File: config.mk
export PLATFORM = sky130hd
export DESIGN_NAME = trim_center_seq
export DESIGN_NICKNAME = d
export VERILOG_FILES = /design/src/rtl/trim_seq_pkg.sv /design/src/rtl/trim_pass_eval.sv /design/src/rtl/trim_settle_timer.sv /design/src/rtl/trim_window_track.sv /design/src/rtl/trim_center_seq.sv
export SDC_FILE = /design/constraint.sdc
export NUM_CORES = 1
export LEC_CHECK = 0
export BUFFER_PORTS_ARGS = -buffer_cell sky130_fd_sc_hd__buf_2
export CAP_MARGIN = 20
export CORE_AREA = 10 10 81 66
export DETAILED_ROUTE_END_ITERATION = 8
export DIE_AREA = 0 0 91 76
export PLACE_DENSITY = 0.77
export SLEW_MARGIN = 20
export SYNTH_ARGS = -nofsm -noshare
export SYNTH_HDL_FRONTEND = slang
export SYNTH_HIERARCHICAL = 1
export SYNTH_SLANG_ARGS = --single-unit
File: constraint.sdc
create_clock -name clk -period 7 [get_ports clk]
set_input_delay 1.4 -clock clk [delete_from_list [all_inputs] [get_ports clk]]
set_output_delay 1.4 -clock clk [all_outputs]
set_load 0.01 [all_outputs]
File: src/rtl/trim_seq_pkg.sv
package trim_seq_pkg;
  typedef enum logic [1:0] {
    ST_IDLE   = 2'd0,
    ST_SETTLE = 2'd1,
    ST_FINISH = 2'd2
  } seq_state_e;
endpackage

File: src/rtl/trim_pass_eval.sv
module trim_pass_eval (
  input  logic pair_mode,
  input  logic flag_a,
  input  logic flag_b,
  output logic pass
);
  always_comb begin
    if (pair_mode) pass = ~flag_a & flag_b;
    else           pass = flag_a;
  end
endmodule

File: src/rtl/trim_settle_timer.sv
module trim_settle_timer #(
  parameter int CNT_W = 8
) (
  input  logic             clk,
  input  logic             rst_n,
  input  logic             load,
  input  logic [CNT_W-1:0] load_val,
  output logic             expired
);
  logic [CNT_W-1:0] cnt_q, cnt_d;
  logic             cnt_en;

  always_comb begin
    cnt_en = 1'b0;
    cnt_d  = cnt_q;
    if (load) begin
      cnt_en = 1'b1;
      cnt_d  = load_val;
    end else if (cnt_q != '0) begin
      cnt_en = 1'b1;
      cnt_d  = cnt_q - 1'b1;
    end
  end

  always_ff @(posedge clk or negedge rst_n) begin
    if (!rst_n)      cnt_q <= '0;
    else if (cnt_en) cnt_q <= cnt_d;
  end

  assign expired = (cnt_q == '0);
endmodule

File: src/rtl/trim_window_track.sv
module trim_window_track #(
  parameter int CODE_W = 6
) (
  input  logic              clk,
  input  logic              rst_n,
  input  logic              clear,
  input  logic              sample,
  input  logic              pass,
  input  logic [CODE_W-1:0] code,
  output logic              found,
  output logic [CODE_W-1:0] first,
  output logic [CODE_W-1:0] last
);
  logic              found_q, found_d;
  logic              closed_q, closed_d;
  logic [CODE_W-1:0] first_q, first_d;
  logic [CODE_W-1:0] last_q, last_d;
  logic              upd_en;

  always_comb begin
    found_d  = found_q;
    closed_d = closed_q;
    first_d  = first_q;
    last_d   = last_q;
    upd_en   = clear | sample;
    if (clear) begin
      found_d  = 1'b0;
      closed_d = 1'b0;
      first_d  = '0;
      last_d   = '0;
    end else if (sample) begin
      if (pass && !found_q) begin
        found_d = 1'b1;
        first_d = code;
        last_d  = code;
      end else if (pass && !closed_q) begin
        last_d = code;
      end else if (!pass && found_q) begin
        closed_d = 1'b1;
      end
    end
  end

  always_ff @(posedge clk or negedge rst_n) begin
    if (!rst_n) begin
      found_q  <= 1'b0;
      closed_q <= 1'b0;
      first_q  <= '0;
      last_q   <= '0;
    end else if (upd_en) begin
      found_q  <= found_d;
      closed_q <= closed_d;
      first_q  <= first_d;
      last_q   <= last_d;
    end
  end

  assign found = found_q;
  assign first = first_q;
  assign last  = last_q;
endmodule

File: src/rtl/trim_center_seq.sv
module trim_center_seq
  import trim_seq_pkg::*;
#(
  parameter int SETTLE_W   = 8,
  parameter int NARROW_W   = 4,
  parameter int WIDE_W     = 6,
  parameter int DEF_NARROW = 8,
  parameter int DEF_WIDE   = 31
) (
  input  logic                clk,
  input  logic                rst_n,
  input  logic                start,
  input  logic                wide_sel,
  input  logic                pair_mode,
  input  logic                flag_a,
  input  logic                flag_b,
  input  logic [SETTLE_W-1:0] settle_len,
  output logic [WIDE_W-1:0]   trim_code,
  output logic                test_mode,
  output logic                busy,
  output logic                done,
  output logic                error
);
  localparam logic [WIDE_W-1:0] NARROW_MAX = WIDE_W'((1 << NARROW_W) - 1);
  localparam logic [WIDE_W-1:0] WIDE_MAX   = WIDE_W'((1 << WIDE_W) - 1);
  localparam logic [WIDE_W-1:0] DEF_N_CODE = WIDE_W'(DEF_NARROW);
  localparam logic [WIDE_W-1:0] DEF_W_CODE = WIDE_W'(DEF_WIDE);

  seq_state_e        state_q, state_d;
  logic [WIDE_W-1:0] code_q, code_d;
  logic              wide_q, wide_d;
  logic              pair_q, pair_d;
  logic              done_q, done_d;
  logic              err_q, err_d;
  logic              reg_en;

  logic              pass;
  logic              expired;
  logic              tmr_load;
  logic              trk_clear;
  logic              trk_sample;
  logic              found;
  logic [WIDE_W-1:0] first_code;
  logic [WIDE_W-1:0] last_code;
  logic [WIDE_W:0]   span_sum;
  logic [WIDE_W-1:0] mid_code;
  logic [WIDE_W-1:0] max_code;
  logic              at_top;

  trim_pass_eval u_pass (
    .pair_mode (pair_q),
    .flag_a    (flag_a),
    .flag_b    (flag_b),
    .pass      (pass)
  );

  trim_settle_timer #(.CNT_W(SETTLE_W)) u_timer (
    .clk      (clk),
    .rst_n    (rst_n),
    .load     (tmr_load),
    .load_val (settle_len),
    .expired  (expired)
  );

  trim_window_track #(.CODE_W(WIDE_W)) u_track (
    .clk    (clk),
    .rst_n  (rst_n),
    .clear  (trk_clear),
    .sample (trk_sample),
    .pass   (pass),
    .code   (code_q),
    .found  (found),
    .first  (first_code),
    .last   (last_code)
  );

  assign max_code = wide_q ? WIDE_MAX : NARROW_MAX;
  assign at_top   = (code_q == max_code);
  assign span_sum = {1'b0, first_code} + {1'b0, last_code};
  assign mid_code = span_sum[WIDE_W:1];

  always_comb begin
    state_d    = state_q;
    code_d     = code_q;
    wide_d     = wide_q;
    pair_d     = pair_q;
    done_d     = done_q;
    err_d      = err_q;
    reg_en     = 1'b0;
    tmr_load   = 1'b0;
    trk_clear  = 1'b0;
    trk_sample = 1'b0;
    unique case (state_q)
      ST_IDLE: begin
        if (start) begin
          reg_en    = 1'b1;
          tmr_load  = 1'b1;
          trk_clear = 1'b1;
          state_d   = ST_SETTLE;
          code_d    = '0;
          wide_d    = wide_sel;
          pair_d    = pair_mode;
          done_d    = 1'b0;
          err_d     = 1'b0;
        end
      end
      ST_SETTLE: begin
        if (expired) begin
          reg_en     = 1'b1;
          trk_sample = 1'b1;
          if (at_top) begin
            state_d = ST_FINISH;
          end else begin
            tmr_load = 1'b1;
            code_d   = code_q + 1'b1;
          end
        end
      end
      ST_FINISH: begin
        reg_en  = 1'b1;
        state_d = ST_IDLE;
        done_d  = 1'b1;
        if (found) begin
          code_d = mid_code;
          err_d  = 1'b0;
        end else begin
          code_d = wide_q ? DEF_W_CODE : DEF_N_CODE;
          err_d  = 1'b1;
        end
      end
      default: begin
        reg_en  = 1'b1;
        state_d = ST_IDLE;
      end
    endcase
  end

  always_ff @(posedge clk or negedge rst_n) begin
    if (!rst_n) begin
      state_q <= ST_IDLE;
      code_q  <= DEF_N_CODE;
      wide_q  <= 1'b0;
      pair_q  <= 1'b0;
      done_q  <= 1'b0;
      err_q   <= 1'b0;
    end else if (reg_en) begin
      state_q <= state_d;
      code_q  <= code_d;
      wide_q  <= wide_d;
      pair_q  <= pair_d;
      done_q  <= done_d;
      err_q   <= err_d;
    end
  end

  assign trim_code = code_q;
  assign busy      = (state_q != ST_IDLE);
  assign test_mode = busy & ~pair_q;
  assign done      = done_q;
  assign error     = err_q;
endmodule

# After elaboration in Yosys (flattened, before gate mapping)
# Cells that the tools add are included.
[totals]
reg_bits = 34
input_bits = 15
out_inout_bits = 10
elab_cells = 96
[classes]
add_sub_neg = 3
eq_ne = 9
muxes = 43
bitwise_logic = 5
n_reduce_logical = 25
[op_table]
columns = ["operator", "count"]
rows = [
  ["2-to-1 mux 6 bit", 12],
  ["2-to-1 mux 1 bit", 19],
  ["one-hot mux 6 bit (3 select lines)", 1],
  ["2-to-1 mux 8 bit", 2],
  ["AND reduction 3 bit", 4],
  ["nonzero test 2 bit", 6],
  ["AND reduction 5 bit", 2],
  ["zero test 8 bit", 1],
  ["inequality test 2 bit, second input constant", 4],
  ["one-hot mux 1 bit (2 select lines)", 4],
  ["nonzero test 8 bit", 1],
  ["subtractor 8 x 1 -> 8 bit, second input constant", 1],
  ["adder 6 x 6 -> 7 bit", 1],
  ["adder 6 x 1 -> 6 bit, second input constant", 1],
  ["== test 6 bit", 1],
  ["2-to-1 mux 2 bit", 3],
  ["nonzero test 3 bit", 2],
  ["2-to-1 mux 5 bit", 1],
  ["inequality test 2 x 1 -> 1 bit, second input constant", 2],
  ["one-hot mux 2 bit (2 select lines)", 1],
  ["AND reduction 4 bit", 1],
  ["logical AND 1 bit", 3],
  ["zero test 1 bit", 3],
  ["bitwise AND 1 bit", 2],
  ["6 further kinds", 7],
]

# Depth between registers and ports, before layout
[depth]
ltp_word = 10
depth_mapped = 10
depth_no_buf = 9

# Modules after synthesis
# Netlist, hierarchy kept.
[modules_own_cells]
columns = ["module", "instances", "cells_each", "area_per_inst_um2", "seq_area_each_um2"]
rows = [
  ["trim_center_seq", 1, 117, 998.5, 301.5],
  ["trim_window_track", 1, 55, 634.4, 350.3],
  ["trim_settle_timer", 1, 59, 539.3, 200.2],
  ["trim_pass_eval", 1, 3, 20.0, 0.0],
]

# Worst setup path before layout
# OpenSTA, ideal clock, no wires.
[synth_timing]
path_type = "input to register"
startpoint = "in start"
endpoint = "reg u_timer.cnt_q[6]"
setup_ns = 0.116
arrival_time_ns = 2.322
t_required_ns = 6.884
slack_ns = 4.563
cell_stages = 6
n_path_buf = 2
cell_sequence = "nand2_1 o21ai_0 clkbuf_1 clkbuf_1 nand2_1 o311ai_0"
[synth_between]
elab_chain_len = 4
word_cells_on_any_way = 6
classes_between = "4 x mux; 2 x reduce/logical"
[synth_rtl]
columns = ["item", "line", "source"]
rows = [
  ["start: declaration", "trim_center_seq.sv:12", "input logic start,"],
  ["2-to-1 mux 1 bit (*)", "trim_center_seq.sv:95", "if (start) begin"],
  ["one-hot mux 1 bit (2 select lines) (*)", "trim_center_seq.sv:93", "unique case (state_q)"],
  ["named net tmr_load", "trim_center_seq.sv:39", "logic tmr_load;"],
  ["nonzero test 2 bit (no source line) or 2-to-1 mux 1 bit (tied branches)", "-", ""],
  ["AND reduction 2 bit (no source line)", "-", ""],
  ["end signal: assignment", "trim_settle_timer.sv:27", "else if (cnt_en) cnt_q <= cnt_d;"],
  ["end: declaration", "trim_settle_timer.sv:10", "logic [CNT_W-1:0] cnt_q, cnt_d;"],
]
# The timed path passes the listed nets; every way through them passes the cells marked *.
# A chain may end at the register's enable or synchronous reset.

# Worst setup path in the final report
[layout_timing]
startpoint = "reg u_timer.cnt_q[0]"
endpoint = "reg u_timer.cnt_q[5]"
[layout_between]
elab_chain_len = 5
word_cells_on_any_way = 11
classes_between = "1 x add/sub; 6 x mux; 4 x reduce/logical"
[layout_rtl]
columns = ["item", "line", "source"]
rows = [
  ["zero test 8 bit (*)", "trim_settle_timer.sv:30", "assign expired = (cnt_q == '0);"],
  ["named net expired", "trim_center_seq.sv:38", "logic expired;"],
  ["2-to-1 mux 1 bit (*)", "trim_center_seq.sv:108", "if (expired) begin"],
  ["one-hot mux 1 bit (2 select lines) (*)", "trim_center_seq.sv:93", ""],
  ["named net tmr_load", "trim_center_seq.sv:39", ""],
  ["nonzero test 2 bit (no source line) or 2-to-1 mux 1 bit (tied branches)", "-", ""],
  ["AND reduction 2 bit (no source line)", "-", ""],
]
# The timed path passes the listed nets; every way through them passes the cells marked *. The select of a mux whose other input is x is not followed.

==> metrics <==
outcome finished, final reports clean; Netlist cell types 55; R2R Setup Slk 4170 ps; antenna viol nets, final 0; delay of the slowest cell on the worst path between 600 and 700 ps; sequential area share after synthesis about 39%; diode count 0; Psw slightly below 300 uW; max_slew headroom between 40% and 50%; critical path required time 7210 ps; EDFF count, synth 0; Worst Clk Skew between 6 and 7 ps; Post-Syn Area roughly 2200 sq um; hold_sp done$_DFFE_PN0P_; Reg power frac 40.2%; Hold Path Depth 2; Final Max Slew Viols 0; leading register cell type out of synthesis dfrtp_1; Post-Route WL around 4800 um; DRC viols 0; wire per inst around 15 um; first-pass iteration count of the detailed router 4; first-pass GRT wire length between 8000 and 9000 um; clock sinks 34; setup bufs post-CTS 0; pin count of the biggest net entering global routing 35; Final Setup Violations 0; DP Worst Slack roughly 3800 ps; Post-DP HPWL ~3500 um; die area between 6000 and 7000 sq um; Post-synth ARST share between 90% and 100%; critical path arrival between 3000 and 4000 ps; CTS tree built; pwr dens roughly 300 nW/um^2; WHS Endpoint done$_DFFE_PN0P_; critical path class register to register; Sum Neg Setup Slack 0 ps; most frequent cells in the layout 33 x dfrtp_1, 24 x buf_2, 21 x nand2_1; IO Pins 25; share of cells above drive strength 1 20.5%; Clk pin slew, worst setup/hold paths about 70 ps; Most Used Layer, Global Route met2; most area-consuming cells after synthesis dfrtp_1 38%, ha_1 5.7%, nand2b_1 4.0%; Clock power frac between 20% and 30%; GPL Wtd Cong 0.847; Post-Place Cell Area 2350 sq um; fmax 0.354 GHz; Net Count, Synth between 200 and 300; Design Area, Final around 2400 sq um; TritonCTS Buffers 5; Via-to-Cell Ratio ~5.8; All-Layer GR Usage 14.2%; met3 Track Usage GR 3.15%; Worst setup EP type register; die span in x approximately 91 um; final worst setup slack about 4200 ps; vias in the first global route 1,756; later-pin clock latency in the skew report 290 ps; Min Hold Slack around 480 ps; Synth area leader dfrtp_1; VDD IR-drop max roughly 0.20 mV; most used cell, CP nor3_1; clk buf depth 2; slew at the pin closest to its max-slew limit about 750 ps; flops & latches, synth 34; crit-path max FO 20; combinational group share of total power between 30% and 40%; antenna violations before repair 0; Initial Utilization a little under three fifths; synth warn 6; CTS resizes 0; FF-to-FF End u_timer/cnt_q[5]$_DFFE_PN0P_; Synth Area per Inst roughly 9.4 sq um; H-tree lvl count 2; internal power between 400 and 500 uW; Min-Delay Path Class register to register; row count 20; crit path cell chain inv_1 > ha_1 > or3b_2 > nor2_4 > nand2_1 > o21ai_2 > nor3_1 > a32o_1 > nor3_1; PortBufs 24; CP Launch Type register; R2R depth 9; Yosys top cell area share 37.7%; final hold vios 0; switching portion of total power 40.6%; Net count, final approximately 280; clock root buffer master clkbuf_8; RR Startpoint u_timer/cnt_q[0]$_DFFE_PN0P_; core footprint slightly below 4000 sq um; Mapped Cells 234; Slowest-stage cell, CP o21ai_2; GR Util met1 around a fifth; Leak ~0.0012 uW; met2 Track Usage GR 21.4%; GR Overflow Total 0; area growth from synthesis to layout 11.6%; final period demand of the worst path around 2800 ps; First DRT Iteration DRCs ~120; RSZ-0062 raised after global routing false; max cap viols 0; most common cell after layout, fill and taps aside dfrtp_1; chip height around 76 um; routed vias between 1,500 and 2,000; final worst-path cycle share just over 40%; CTS hold repair buffers 0
cell usage after synthesis, types with 4 or more instances:
| library cell | count |
|---|---|
| nand3b_1 | 9 |
| nand2_1 | 21 |
| o21ai_0 | 11 |
| nand2b_1 | 14 |
| dfrtp_1 | 33 |
| ha_1 | 10 |
| inv_1 | 15 |
| nor2_1 | 12 |
| xnor2_1 | 4 |
| mux2i_1 | 7 |
| a21oi_1 | 15 |
| clkbuf_1 | 6 |
| o21ai_2 | 4 |
| a211oi_1 | 4 |
| o31ai_1 | 4 |
| nor3_1 | 6 |
per-layer routing:
layer  part of all wire [%]  vias up
met5                      0        -
met4                    1.0        0
met3                    4.3        7
met2                     46       55
met1                     49      873
li1                       -      890
worst max-delay path by stage:
stage                                      start  cells past startpoint                           end  slack, ps
floorplan                                  start                      6  u_timer/cnt_q[6]$_DFFE_PN0P_       4560
global placement    u_timer/cnt_q[0]$_DFFE_PN0P_                      9  u_timer/cnt_q[5]$_DFFE_PN0P_       4010
detailed placement  u_timer/cnt_q[0]$_DFFE_PN0P_                      9  u_timer/cnt_q[5]$_DFFE_PN0P_       3820
CTS                 u_timer/cnt_q[0]$_DFFE_PN0P_                      9  u_timer/cnt_q[5]$_DFFE_PN0P_       3840
global route        u_timer/cnt_q[0]$_DFFE_PN0P_                      9  u_timer/cnt_q[5]$_DFFE_PN0P_       3990
finish              u_timer/cnt_q[0]$_DFFE_PN0P_                      9  u_timer/cnt_q[5]$_DFFE_PN0P_       4170
registers in the layout, summed over array words and instances (netlist names):
signal / flops
u_track/last: 6
u_track/closed_q: 1
pair_q: 1
trim_code: 6
wide_q: 1
error: 1
u_track/found: 1
done: 1
state_q: 2
u_track/first: 6
u_timer/cnt_q: 8
metrics by stage:
step | utilization, % | instances | total power [uW]
2_1_floorplan | - | 234 | 500
3_3_place_gp | 60.9 | 306 | 566
3_5_place_dp | 60.9 | 306 | 572
4_1_cts | 63.4 | 314 | 725
5_1_grt | 63.5 | 314 | 780
6_report | 63.5 | 314 | 725
power groups by stage:
stage               Clock [uW]  Sequential, uW  Combinational, uW
floorplan                    0             283                218
global placement             0             292                274
detailed placement           0             294                279
CTS                        155             291                279
global route               162             300                318
finish                     153             292                280
final cells by class:
cell class / count / area [sq um]
Clock inverter: 2 / 12.5
Clock buffer: 6 / 82.6
Multi-Input combinational cell: 178 / 1250
Tap cell: 55 / 68.8
Inverter: 15 / 56.3
Fill cell: 353 / 1410
Timing Repair Buffer: 24 / 120
Sequential cell: 34 / 852
worst max-delay path, delay by kind of cell (launching register included):
| family | cells | cell delay (ps) |
|---|---|---|
| compound gates | 2 | 890 |
| fa+ha+maj | 1 | 270 |
| simple gates | 5 | 1060 |
| buf+inv | 1 | 90 |
| flops | 1 | 420 |
cells by family after synthesis:
| logic type | after synthesis | synth area share, % |
|---|---|---|
| XOR/XNOR | 5 | 2.00 |
| flip-flops | 34 | 38.9 |
| AO/OA/AOI/OAI | 65 | 20.4 |
| multiplexers | 9 | 4.22 |
| adder cells (fa/ha/maj) | 11 | 6.62 |
| buffers and inverters | 22 | 4.11 |
| AND/OR/NAND/NOR | 88 | 23.7 |
(Power assumes the default switching activity.)
